## src/rtl/split_qh_pkg.sv

```systemverilog
package split_qh_pkg;
  typedef enum logic {
    SPLIT_START    = 1'b0,
    SPLIT_COMPLETE = 1'b1
  } splitPhase_e;

  // control -> datapath strobes for one visit
  typedef struct packed {
    logic tagOnIssue;  // start-split issued: tag with micro-frame 6/7 look-ahead
    logic tagOnStay;   // staying in complete: tag with micro-frame 7 look-ahead
    logic park;        // inactivate handshake clears active
    logic halt;        // missed complete-split, IN token
    logic retry;       // missed complete-split, OUT token
    logic miss;        // set missed micro-frame status
  } sqtStrobe_t;
endpackage

```

## src/rtl/sqt_ctrl.sv

```systemverilog
module sqt_ctrl
  import split_qh_pkg::*;
(
  input  logic        clk,
  input  logic        rstN,
  input  logic        procEn,
  input  logic        ssStrobe,
  input  logic        csStrobe,
  input  logic        csDone,
  input  logic        csMissed,
  input  logic        inactivate,
  input  logic        pidIsIn,
  input  logic        recoveryMode,
  output splitPhase_e phase,
  output sqtStrobe_t  strobe
);
  splitPhase_e phaseNext;

  always_comb begin
    phaseNext = phase;
    strobe    = '0;
    if (procEn) begin
      unique case (phase)
        SPLIT_START: begin
          if (inactivate) begin
            strobe.park = 1'b1;
          end else if (ssStrobe && !recoveryMode) begin
            strobe.tagOnIssue = 1'b1;
            phaseNext         = SPLIT_COMPLETE;
          end
        end
        SPLIT_COMPLETE: begin
          if (csMissed) begin
            strobe.miss  = 1'b1;
            strobe.halt  = pidIsIn;
            strobe.retry = !pidIsIn;
            phaseNext    = SPLIT_START;
          end else if (csDone) begin
            phaseNext = SPLIT_START;
          end else if (csStrobe) begin
            strobe.tagOnStay = 1'b1;
          end
        end
        default: phaseNext = SPLIT_START;
      endcase
    end
  end

  always_ff @(posedge clk) begin
    if (!rstN) phase <= SPLIT_START;
    else       phase <= phaseNext;
  end
endmodule

```

## src/rtl/sqt_datapath.sv

```systemverilog
module sqt_datapath
  import split_qh_pkg::*;
#(
  parameter int UF_BITS = 3,
  parameter int TAG_W   = 5
) (
  input  logic                     clk,
  input  logic                     rstN,
  input  logic [UF_BITS+TAG_W-1:0] indexLow,
  input  logic                     qhActive,
  input  sqtStrobe_t               strobe,
  output logic                     procEn,
  output logic [TAG_W-1:0]         frameTag,
  output logic                     activeOut,
  output logic                     halted,
  output logic                     missedUframe,
  output logic                     retryStart,
  output logic                     haltPulse
);
  localparam logic [UF_BITS-1:0] UF_LAST = {UF_BITS{1'b1}};
  localparam logic [UF_BITS-1:0] UF_PREV = UF_LAST - 1'b1;

  logic [UF_BITS-1:0] microFrame;
  logic [TAG_W-1:0]   hFrame;
  logic [TAG_W-1:0]   hFrameNext;
  logic               parked;
  logic               parkedNext;
  logic               haltedNext;
  logic               aheadIssue;
  logic               aheadStay;

  assign microFrame = indexLow[UF_BITS-1:0];
  assign hFrame     = indexLow[UF_BITS+TAG_W-1:UF_BITS];
  assign hFrameNext = hFrame + 1'b1;  // wraps across the tag width
  assign aheadIssue = (microFrame == UF_PREV) || (microFrame == UF_LAST);
  assign aheadStay  = (microFrame == UF_LAST);

  assign procEn     = qhActive && !parked && !halted;
  assign parkedNext = qhActive && (parked || strobe.park);
  assign haltedNext = halted || strobe.halt;

  always_ff @(posedge clk) begin
    if (!rstN) begin
      frameTag     <= '0;
      parked       <= 1'b0;
      halted       <= 1'b0;
      missedUframe <= 1'b0;
      activeOut    <= 1'b0;
      retryStart   <= 1'b0;
      haltPulse    <= 1'b0;
    end else begin
      if (strobe.tagOnIssue)     frameTag <= aheadIssue ? hFrameNext : hFrame;
      else if (strobe.tagOnStay) frameTag <= aheadStay ? hFrameNext : hFrame;
      parked       <= parkedNext;
      halted       <= haltedNext;
      missedUframe <= missedUframe || strobe.miss;
      activeOut    <= qhActive && !parkedNext && !haltedNext;
      retryStart   <= strobe.retry;
      haltPulse    <= strobe.halt;
    end
  end
endmodule

```

## src/rtl/split_qh_tracker.sv

```systemverilog
module split_qh_tracker
  import split_qh_pkg::*;
#(
  parameter int FIDX_W  = 14,
  parameter int UF_BITS = 3,
  parameter int TAG_W   = 5
) (
  input  logic              clk,
  input  logic              rstN,
  input  logic [FIDX_W-1:0] frameIndex,
  input  logic              ssStrobe,
  input  logic              csStrobe,
  input  logic              csDone,
  input  logic              csMissed,
  input  logic              qhActive,
  input  logic              inactivate,
  input  logic              pidIsIn,
  input  logic              recoveryMode,
  output logic [TAG_W-1:0]  frameTag,
  output logic              splitState,
  output logic              activeOut,
  output logic              halted,
  output logic              missedUframe,
  output logic              retryStart,
  output logic              haltPulse
);
  localparam int USED_W = UF_BITS + TAG_W;

  sqtStrobe_t  strobe;
  splitPhase_e phase;
  logic        procEn;
  logic        unusedHiBits;

  assign unusedHiBits = ^frameIndex[FIDX_W-1:USED_W];
  assign splitState   = phase;

  sqt_ctrl u_ctrl (
    .clk(clk), .rstN(rstN), .procEn(procEn),
    .ssStrobe(ssStrobe), .csStrobe(csStrobe), .csDone(csDone),
    .csMissed(csMissed), .inactivate(inactivate), .pidIsIn(pidIsIn),
    .recoveryMode(recoveryMode), .phase(phase), .strobe(strobe)
  );

  sqt_datapath #(.UF_BITS(UF_BITS), .TAG_W(TAG_W)) u_dp (
    .clk(clk), .rstN(rstN), .indexLow(frameIndex[USED_W-1:0]),
    .qhActive(qhActive), .strobe(strobe), .procEn(procEn),
    .frameTag(frameTag), .activeOut(activeOut), .halted(halted),
    .missedUframe(missedUframe), .retryStart(retryStart), .haltPulse(haltPulse)
  );
endmodule

```

## config.mk

```make
export PLATFORM = sky130hd
export DESIGN_NAME = split_qh_tracker
export DESIGN_NICKNAME = d
export VERILOG_FILES = /design/src/rtl/split_qh_pkg.sv /design/src/rtl/sqt_ctrl.sv /design/src/rtl/sqt_datapath.sv /design/src/rtl/split_qh_tracker.sv
export SDC_FILE = /design/constraint.sdc
export NUM_CORES = 1
export LEC_CHECK = 0
export BUFFER_PORTS_ARGS = -buffer_cell sky130_fd_sc_hd__buf_2
export CORE_MARGIN = 4
export CORE_UTILIZATION = 46
export CTS_BUF_LIST = sky130_fd_sc_hd__clkbuf_4 sky130_fd_sc_hd__clkbuf_8
export DETAILED_ROUTE_END_ITERATION = 10
export GPL_TIMING_DRIVEN = 0
export PLACE_DENSITY = 0.87
export SYNTH_ARGS = -nofsm -noshare
export SYNTH_HDL_FRONTEND = slang
export SYNTH_SLANG_ARGS = --single-unit
export TNS_END_PERCENT = 5
```

## constraint.sdc

```tcl
create_clock -name clk -period 4.39 [get_ports clk]
set_clock_uncertainty 0.15 [all_clocks]
set_input_delay 0.2195 -clock clk [delete_from_list [all_inputs] [get_ports clk]]
set_output_delay 0.2195 -clock clk [all_outputs]
set_load 0.02 [all_outputs]
```

-- Word-level counts from Yosys, hierarchy flattened
Cells that the tools add are included.
- register bits: 12
- input port bits: 24
- output and inout port bits: 11
- logic and storage cells: 49
- add/subtract/negate cells: 1
- eq/ne operators: 2
- muxes and demuxes: 19
- bitwise gates (word level): 1
- reductions and logical operators: 18
- operators by type and width (cell ; count):
    5-bit 2-to-1 mux ; 4
    1-bit 2-to-1 mux ; 11
    3-bit == test (second input constant) ; 2
    1-bit logical AND ; 6
    1-bit zero test ; 6
    3-bit 2-to-1 mux ; 2
    6-bit 2-to-1 mux ; 1
    5-bit by 1-bit adder with 5-bit output (second input constant) ; 1
    1-bit logical OR ; 4
    4-bit AND reduction ; 1
    1-bit one-hot mux with 2 select lines ; 1
    2-bit nonzero test ; 1
    1-bit inverter ; 1

-- Longest topological paths before layout
- depth after elaboration: 11
- depth in mapped cells: 5
- gate-level depth less buffers: 5

-- Cells and area by module
A second synthesis with hierarchy kept.
- cell total of the unflattened synthesis: 58
- area, all modules: 555.5 µm²
- by module, submodules not included (module ; times used ; cells an instance ; area each (µm²) ; seq. area each (µm²)):
    sqt_datapath ; 1 ; 45 ; 450.4 ; 220.2
    sqt_ctrl ; 1 ; 13 ; 105.1 ; 20.0

-- Worst setup path after synthesis
OpenSTA, ideal clock, no wires.
- path kind: register -> register
- start point: register u_ctrl.phase
- end point: register u_dp.frameTag[0]
- library setup time: 0.074 ns
- arrival: 1.418 ns
- required time: 4.166 ns
- slack: 2.748 ns
- cell stages (with the launch flop): 5
- buffers on the path: 0
- clock period less this slack: 1.642 ns
- cell sequence: dfxtp_1 > nor4b_4 > a21oi_2 > or3_1 > a31oi_1
- cells in the longest elaborated chain, start to end: 3
- elaborated cells between the ends (all ways): 5
- those cells by class: 4 x mux; 1 x reduce/logical
- RTL lines (item ; line ; RTL):
    start: declaration ; sqt_ctrl.sv:14 ; output splitPhase_e phase,
    start signal: assignment ; sqt_ctrl.sv:51 ; else phase <= phaseNext;
    1-bit 2-to-1 mux ; sqt_ctrl.sv:23 ; unique case (phase)
    6-bit 2-to-1 mux (*) ; sqt_ctrl.sv:22 ; if (procEn) begin
    5-bit 2-to-1 mux or 2-bit nonzero test (tied branches) ; n/a ;
    end signal: assignment ; sqt_datapath.sv:52 ; if (strobe.tagOnIssue) frameTag <= aheadIssue ? hFrameNext : hFrame;
    end signal: assignment ; sqt_datapath.sv:53 ; else if (strobe.tagOnStay) frameTag <= aheadStay ? hFrameNext : hFrame;
    end: declaration ; sqt_datapath.sv:13 ; output logic [TAG_W-1:0] frameTag,
Every way passes the cells marked *; elsewhere a longest branch is shown, timed or not.
A chain may end at the register's enable or synchronous reset.

-- Final worst setup path
Same ends and word-level chain as after synthesis.

==> impl_metrics.yaml <==
setup_path:
  critPathCapture: "u_dp.frameTag[0]"
  ff2ff_path_depth: 4
  critPathArrivalTime_ns: 1.77
  start_kind: "flip-flop"
  crit_type: "flip-flop to flip-flop"
  crit_cells: 4
  critical_path.top_delay_family: "simple AND/OR/NAND/NOR gates"
  cp_max_fo: 8
  slowest_delay_ns: 0.43
  reg2reg_to: "u_dp.frameTag[0]"
  crit_start: "u_ctrl.phase"
  worstPathCellList: "nor4b_4 > a21oi_2 > or3_1 > a31oi_1"
  endpoint_kind: "flip-flop"
  critPathBufInv: 0
  critPathRequiredTime_ns: 4.45
  r2r_setup_slack_ns: 2.68
  r2r_start: "u_ctrl.phase"
  cp_slowest_cell: "nor4b_4"
final_layout:
  layout_commonest_cell: "buf_2"
  register_area_sq_um: 240
  final_area_sq_um: 815
  diodes: 0
  nFillCells: 101
  drive_gt1_share_pct: 39.6
  fin_nets: 127
  multi_input_area_sq_um: 355
  synthToLayoutAreaGrowth_pct: 33.4
  layout_common_cells: "28 x buf_2, 12 x dfxtp_1, 10 x o21ai_0, 8 x nand2_1, 4 x a21oi_1"
synth:
  yosysWarnings: 0
  synth_top_area_cell: "dfxtp_1"
  ys.flop_type: "dfxtp_1"
  synth_edf_count: 0
  synthDominantCellAreaShare_pct: 39.3
  syn_area_sq_um: 611
  synth.distinct_cells: 30
  async_flop_share_pct: 0
  synth_nets: 93
  synthCells: 68
  synthTopCellsByArea: "dfxtp_1 39%, o21ai_0 8.2%, nand2_1 4.9%"
  ys_seq_area_share_pct: 39.3
  syn_avg_cell_area_sq_um: 8.98
  ys_ff_latch: 12
die:
  die_x_um: 44.4
  num_io_pins: 35
  rows: 12
  die_area_sq_um: 1970
  die_h_um: 44.4
  core_area_sq_um: 1170
  start_util_pct: 52.1
timing:
  finalHoldViolCount: 0
  timing.final.crit_share_pct: 38.9
  tns_ns: 0
  fmax_mhz: 586
  max_slew_margin_pct: 75.6
  final-max-slew-violation-count: 0
  worstMarginPinSlew_ns: 0.365
  timing.hold.ws_ns: 0.0541
  fin_crit_ns: 1.71
  rsz0062_at_grt: "no"
  setup_viol: 0
cts:
  cts.sinks: 12
  cts_tree: "built"
  cts.clk_slew.worst_paths_ns: 0.08
  cts-root-buf: "clkbuf_4"
  cts.htree.levels: 1
  cts_made_buffers: 3
  cts_buffer_depth: 2
  post_cts_buffers: 0
  cts_resized: 0
  clock_latency_ns: 0.27
  hold_buffers: 1
detailed_routing:
  viasPerCell: 5.58
  wire_per_inst_um: 12.9
  initialDrtViolationCount: 10
  post-route-drc-count: 0
  ant_nets: 0
  drt-total-wl_mm: 1.48
  first_pass_iters: 4
  via_count: 642
power:
  p_per_area_nw_per_um2: 293
  p_leak_nw: 0.374
  vdd_drop_max_mv: 0.164
job:
  cap_violations: 0
placed_design:
  hpwl_mm: 1.17
  place_area_sq_um: 768
  place_congestion: 0.791
  port_buffers: 28
grt:
  grt_first_pass_wirelength_mm: 2.37
  grt_pass1_vias: 572
  track_usage_pct: 16.4
  grt_max_degree: 11
  grt_overflow_total: 0
  antenna_found_initial: 0
status:
  outcome: "complete, no violations"
min_path:
  hp-class: "input pin to flip-flop"
==> sequential cells by signal, summed over array words and instances, names as in the netlist <==
signal             cells
u_dp.missedUframe      1
u_dp.halted            1
u_dp.retryStart        1
u_dp.parked            1
u_dp.activeOut         1
u_dp.haltPulse         1
u_ctrl.phase           1
u_dp.frameTag          5
==> metal layers <==
metal  track usage [%]  vias to the layer above  wire length, um
li1                  -                      322                -
met1              18.1                      296              614
met2              28.5                       20              741
met3              4.07                        4               97
met4              9.04                        0               26
met5                 0                        -                0
==> layout make-up <==
cell class	instances	area share [%]
buffer	1	0.461
clock buffer	4	4.45
inverter	3	1.38
multi-input combinational	52	43.6
sequential	12	29.5
tap	14	2.15
timing repair buffer	29	18.4
==> worst register-to-register path: cells and delay by family (launching register included) <==
family             cells  cell delay (ns)
AOI/OAI and AO/OA      2             0.33
and+or+nand+nor        2             0.79
DFF                    1             0.37
==> kinds of logic (layout without fill, tap and decap cells) <==
group	after synthesis	in the layout	synth area share, %
AO/OA/AOI/OAI	25	25	26.0
adder cells (fa/ha/maj)	1	1	2.05
buffers and inverters	4	37	2.46
flip-flops	12	12	39.3
multiplexers	1	1	1.84
AND/OR/NAND/NOR	25	25	28.3
==> stage by stage <==
step / setup WS, ns / instances / util, % / power, mW
6_report: 2.68 / 115 / 69.6 / 0.238
5_1_grt: 2.56 / 115 / 69.6 / 0.253
4_1_cts: 2.68 / 115 / 69.6 / 0.241
3_5_place_dp: 2.70 / 110 / 65.6 / 0.151
3_3_place_gp: 2.73 / 110 / 65.6 / 0.150
2_1_floorplan: 2.75 / 68 / - / 0.135
==> worst min-delay path by stage <==
stage                     startpoint         endpoint  slack, ns  depth (start not counted)
final                           rstN      u_dp.parked       0.05                          3
after CTS                       rstN      u_dp.parked       0.05                          3
after detailed placement     pidIsIn  u_dp.retryStart       0.26                          2
after global placement       pidIsIn  u_dp.retryStart       0.25                          2
after global routing            rstN      u_dp.parked       0.06                          3
after floorplan              pidIsIn  u_dp.retryStart       0.14                          1
==> where the power goes <==
group	leakage, nW	switching [mW]	internal (mW)
Clock	0.0210	0.0388	0.0504
Combinational	0.256	0.0195	0.0164
Sequential	0.0973	0.00177	0.112
Total	0.374	0.0600	0.178
==> cell usage after synthesis (2+ instances only) <==
cell type	count
a31oi_1	2
inv_1	3
or3_1	2
o21a_1	3
o21ai_0	10
dfxtp_1	12
nand4_1	2
nand2_1	8
a21oi_1	4
nor2_1	2
Note: power is estimated with default switching activity, not from simulation.
